===== config.mk =====
export PLATFORM = sky130hd
export DESIGN_NAME = sig_window_ctrl
export DESIGN_NICKNAME = d
export VERILOG_FILES = /design/src/rtl/osc_sig_pkg.sv /design/src/rtl/sig_sync2.sv /design/src/rtl/sig_window_ctrl.sv
export SDC_FILE = /design/constraint.sdc
export NUM_CORES = 1
export LEC_CHECK = 0
export ABC_AREA = 1
export BUFFER_PORTS_ARGS = -buffer_cell sky130_fd_sc_hd__clkbuf_2
export CORE_MARGIN = 2
export CORE_UTILIZATION = 45
export DETAILED_ROUTE_END_ITERATION = 7
export GPL_ROUTABILITY_DRIVEN = 0
export GPL_TIMING_DRIVEN = 0
export PLACE_DENSITY = 0.82
export SLEW_MARGIN = 20
export SYNTH_ARGS = -nofsm -noshare
export SYNTH_HDL_FRONTEND = slang
export SYNTH_SLANG_ARGS = --single-unit

===== constraint.sdc =====
create_clock -name clk_i -period 2.15 [get_ports clk_i]
set_input_delay 0.43 -clock clk_i [delete_from_list [all_inputs] [get_ports clk_i]]
set_output_delay 0.43 -clock clk_i [all_outputs]
set_load 0.01 [all_outputs]

===== src/rtl/osc_sig_pkg.sv =====
package osc_sig_pkg;
  typedef enum logic [2:0] {
    ST_IDLE,
    ST_ARM,
    ST_WIN,
    ST_DRAIN,
    ST_EVAL
  } seq_state_e;
endpackage


===== src/rtl/sig_sync2.sv =====
module sig_sync2 #(
  parameter int W = 1
) (
  input  logic         clk_i,
  input  logic         rst_ni,
  input  logic [W-1:0] d_i,
  output logic [W-1:0] q_o
);
  logic [W-1:0] s1_q, s2_q;

  always_ff @(posedge clk_i or negedge rst_ni) begin
    if (!rst_ni) begin
      s1_q <= '0;
      s2_q <= '0;
    end else begin
      s1_q <= d_i;
      s2_q <= s1_q;
    end
  end

  assign q_o = s2_q;
endmodule


===== src/rtl/sig_window_ctrl.sv =====
module sig_window_ctrl
  import osc_sig_pkg::*;
#(
  parameter int CNT_W     = 12,
  parameter int WIN_W     = 16,
  parameter int NUM_MODES = 4,
  localparam int MODE_W   = (NUM_MODES > 1) ? $clog2(NUM_MODES) : 1
) (
  input  logic                       clk_i,
  input  logic                       rst_ni,
  input  logic                       start_i,
  input  logic [MODE_W-1:0]          mode_i,
  input  logic [WIN_W-1:0]           window_i,
  input  logic [NUM_MODES*CNT_W-1:0] lo_bounds_i,
  input  logic [NUM_MODES*CNT_W-1:0] hi_bounds_i,
  input  logic [CNT_W-1:0]           cnt_i,
  input  logic                       ovf_i,
  input  logic                       ack_i,
  output logic                       req_o,
  output logic                       load_o,
  output logic [CNT_W-1:0]           sig_o,
  output logic                       pass_o,
  output logic                       done_o,
  output logic                       ovf_o
);
  seq_state_e       state_q;
  logic             ack_s;
  logic [MODE_W-1:0] mode_q;
  logic [WIN_W-1:0] win_q, win_cnt_q;
  logic [CNT_W-1:0] sig_q;
  logic             ovf_q, pass_q, done_q, req_q;
  logic [CNT_W-1:0] lo_arr [NUM_MODES];
  logic [CNT_W-1:0] hi_arr [NUM_MODES];
  logic [CNT_W-1:0] lo_sel, hi_sel;
  logic             in_band;

  for (genvar m = 0; m < NUM_MODES; m++) begin : g_bnd
    assign lo_arr[m] = lo_bounds_i[m*CNT_W +: CNT_W];
    assign hi_arr[m] = hi_bounds_i[m*CNT_W +: CNT_W];
  end
  assign lo_sel  = lo_arr[mode_q];
  assign hi_sel  = hi_arr[mode_q];
  assign in_band = (sig_q >= lo_sel) && (sig_q <= hi_sel);

  sig_sync2 #(.W(1)) u_ack_sync (
    .clk_i (clk_i),
    .rst_ni(rst_ni),
    .d_i   (ack_i),
    .q_o   (ack_s)
  );

  always_ff @(posedge clk_i or negedge rst_ni) begin
    if (!rst_ni) begin
      state_q   <= ST_IDLE;
      mode_q    <= '0;
      win_q     <= '0;
      win_cnt_q <= '0;
      sig_q     <= '0;
      ovf_q     <= 1'b0;
      pass_q    <= 1'b0;
      done_q    <= 1'b0;
      req_q     <= 1'b0;
    end else begin
      unique case (state_q)
        ST_IDLE: if (start_i) begin
          mode_q  <= mode_i;
          win_q   <= window_i;
          done_q  <= 1'b0;
          pass_q  <= 1'b0;
          req_q   <= 1'b1;
          state_q <= ST_ARM;
        end
        ST_ARM: if (ack_s) begin
          win_cnt_q <= win_q;
          state_q   <= ST_WIN;
        end
        ST_WIN: begin
          if (win_cnt_q == '0) begin
            req_q   <= 1'b0;
            state_q <= ST_DRAIN;
          end else begin
            win_cnt_q <= win_cnt_q - 1'b1;
          end
        end
        // count is static once the acknowledge has dropped
        ST_DRAIN: if (!ack_s) begin
          sig_q   <= cnt_i;
          ovf_q   <= ovf_i;
          state_q <= ST_EVAL;
        end
        ST_EVAL: begin
          pass_q  <= !ovf_q && in_band;
          done_q  <= 1'b1;
          state_q <= ST_IDLE;
        end
        default: state_q <= ST_IDLE;
      endcase
    end
  end

  assign req_o  = req_q;
  assign load_o = (state_q == ST_EVAL);
  assign sig_o  = sig_q;
  assign pass_o = pass_q;
  assign done_o = done_q;
  assign ovf_o  = ovf_q;

  a_r5_ovf_fails: assert property (@(posedge clk_i) disable iff (!rst_ni)
    done_o && ovf_o |-> !pass_o);
  a_r8_pass_needs_done: assert property (@(posedge clk_i) disable iff (!rst_ni)
    pass_o |-> done_o);
  a_r8_result_hold: assert property (@(posedge clk_i) disable iff (!rst_ni)
    done_o && !start_i |=> done_o && $stable(sig_o) && $stable(pass_o));
  a_r2_no_req_when_done: assert property (@(posedge clk_i) disable iff (!rst_ni)
    done_o |-> !req_o);
endmodule


==> metrics.yaml <==
outcome:
  status: "finished clean"
yosys:
  netlist_area_sq_um: 3950
  async_flop_share_pct: 100
  synth.yosys.seq_area_share_pct: 34.9
  syn_nets: 738
  synth_edf_count: 0
  syn_inst: 582
  yosys_warnings: 0
  yosysUniqueCellTypes: 30
  synth_flop_cell: "dfrtp_1"
  ys_ff_latch: 55
  synth_area_per_cell_sq_um: 6.78
setup_path:
  crit_path_max_fanout: 10
  reg2reg_slack_ns: 0.08
  criticalPathCategory: "reg2reg"
  cp-end-kind: "flop"
  cp_data_arrival_time_ns: 2.27
  worst_r2r_path_depth: 13
  max_stage_delay_ns: 0.46
  worstPathRequired_ns: 2.35
  worstPathCellList: "inv_4, buf_6, clkbuf_16, nand2_2, a32o_2, ha_4, nand4_1, nor2_2, nand2_1, nand3_1, nand2_1, nand3_1, nand2_1"
  cpMostUsedCell: "nand2_1"
  startpoint_type: "flop"
  startpoint: "mode_q[0]"
  reg2reg_from: "mode_q[0]"
  worst_path_max_delay_cell: "dfrtp_2"
  endpoint: "pass_o"
  rr_endpoint: "pass_o"
route:
  drtIter0Drc: 354
  ant_nets: 0
  num_vias: 4497
  first_pass_iters: 5
  totalWireLength_microns: 12300
  viasPerCell: 5.30
  drcViolationCount: 0
  post_drt_wl_per_cell_microns: 14.5
cells_and_area:
  nNetsFinal: 896
  final_cells: 848
  drive_gt1_share_pct: 29.1
  diodes: 0
  fin_area_sq_um: 5170
  syn_to_final_growth_pct: 30.9
  layout_commonest_cell: "nand2_1"
  postLayoutCoreUtil_pct: 60.1
  mostFrequentLayoutCells: "nand2_1 (262), clkbuf_2 (147), dfrtp_1 (54)"
clock_tree:
  htreeDepth: 2
  cts_buffer_depth: 2
  clkLatencyLatePin_ns: 0.31
  cts_buffers: 5
  clk_pin_slew_ns: 0.10
  cts_hold_buf: 0
  cts_tree: "yes"
  cts_sinks: 55
  root_buffer: "clkbuf_8"
floorplan:
  dieArea_sq_um: 9540
  rows: 34
  fp.dieH_microns: 97.7
  dieWidth_microns: 97.7
  boundaryPins: 148
  initial_core_util_pct: 46.0
  core_sq_um: 8590
global_routing:
  globalRouteTotalUtil_pct: 25.3
  overflow: 0
  grt_pass1_vias: 4430
  antenna_found_initial: 0
  grt_pass1_wl_microns: 20000
  grt_max_degree: 56
power:
  peakVddDrop_v: 0.000686
  p_per_area_nw_per_um2: 1510
  p_leak_nw: 2.90
  total_power_w: 0.00780
job:
  max_cap_viol_count: 0
placed_design:
  dpl_cell_area_sq_um: 4820
  port_buffers: 147
  dp.cells: 837
  dp_hpwl_microns: 9530
timing:
  hold_slack_ns: 0.204
  tightestPinTransition_ns: 0.748
  slew_viol_final: 0
  final.min_clock_period_ns: 2.07
  slew_headroom_pct: 50.1
  rsz0062_at_grt: "yes"
  hold_viol: 0
  setup-violations-final: 0
  min_period_over_period_pct: 96.2
  fmax_ghz: 0.484
  clock_skew_ns: 0.00888
hold_path:
  hold_class: "in2async"
[worst max-delay path, delay by kind of cell (launching register included)]
kind                       cells  cell delay (ns)
and+or+nand+nor                8             0.61
AOI/OAI and AO/OA              1             0.25
DFF                            1             0.46
buffers and inverters          3             0.35
adders and majority gates      1             0.28
[logic make-up (layout without fill, tap and decap cells)]
family          Yosys count  after routing  synth area share [%]
xor+xnor                  3              3                 0.666
simple gates            344            344                  35.4
compound gates           84             84                  13.8
fa+ha+maj                25             25                  7.92
buf+inv                  71            229                  7.35
flops                    55             55                  34.9
[layout make-up]
type | count | area, sq um
multi-input cells | 456 | 2390
well taps | 108 | 135
clock inverters | 2 | 37.5
inverters | 46 | 178
repair buffers | 151 | 772
plain buffers | 25 | 211
clock buffers | 5 | 68.8
flip-flops and latches | 55 | 1380
fillers | 793 | 3420
[where the power goes]
group	total [W]	internal, W	leakage (nW)	switching (W)
registers	0.00200	0.00150	0.685	0.000493
logic	0.00513	0.00215	2.16	0.00298
clock network	0.000673	0.000341	0.0502	0.000332
total	0.00780	0.00399	2.90	0.00381
[through the flow]
stage / TNS [ns] / setup slack [ns]
floorplan: 0 / 0.0666
global placement: -0.288 / -0.288
detailed placement: -0.364 / -0.364
CTS: 0 / 0.00320
global route: -0.0287 / -0.0287
finish: 0 / 0.0823
[registers in the layout, summed over array words and instances (netlist names)]
signal	cells
done_o	1
mode_q	2
ovf_o	1
pass_o	1
req_o	1
sig_o	12
state_q	3
u_ack_sync.q_o	1
u_ack_sync.s1_q	1
win_cnt_q	16
win_q	16
[how the worst min path moves through the flow]
| stage | from | end |
|---|---|---|
| after CTS | ack_i | u_ack_sync.s1_q |
| after global placement | u_ack_sync.s1_q | u_ack_sync.q_o |
| after detailed placement | u_ack_sync.s1_q | u_ack_sync.q_o |
| final | rst_ni | win_q[10] |
| after floorplan | rst_ni | done_o |
| after global routing | ack_i | u_ack_sync.s1_q |
[synthesized netlist by cell type (all sizes together) (2+ instances only)]
library cell	instances	area [sq um]
nand2	267	1010
dfrtp	55	1380
inv	46	175
nor2	38	155
a21oi	30	150
nand3	26	143
ha	25	313
o21ai	24	120
a32o	22	220
buf	13	70.1
clkbuf	12	45.0
nand4	7	43.8
nor3	3	26.3
o21bai	3	22.5
o22ai	3	18.8
xor2	3	26.3
or2	2	12.5
[repair_timing]
item	CTS	global route
gates resized for setup	29	38
setup buffers	2	2
gates cloned	0	0
setup endpoints to repair	1	1
pin swaps	0	5
[routing by layer]
metal	track usage [%]	up-vias	part of all wire [%]
li1	-	2199	-
met1	30.9	2065	41
met2	45.1	198	49
met3	3.60	35	6.3
met4	9.08	0	2.9
met5	0	-	0
(Power assumes the default switching activity.)
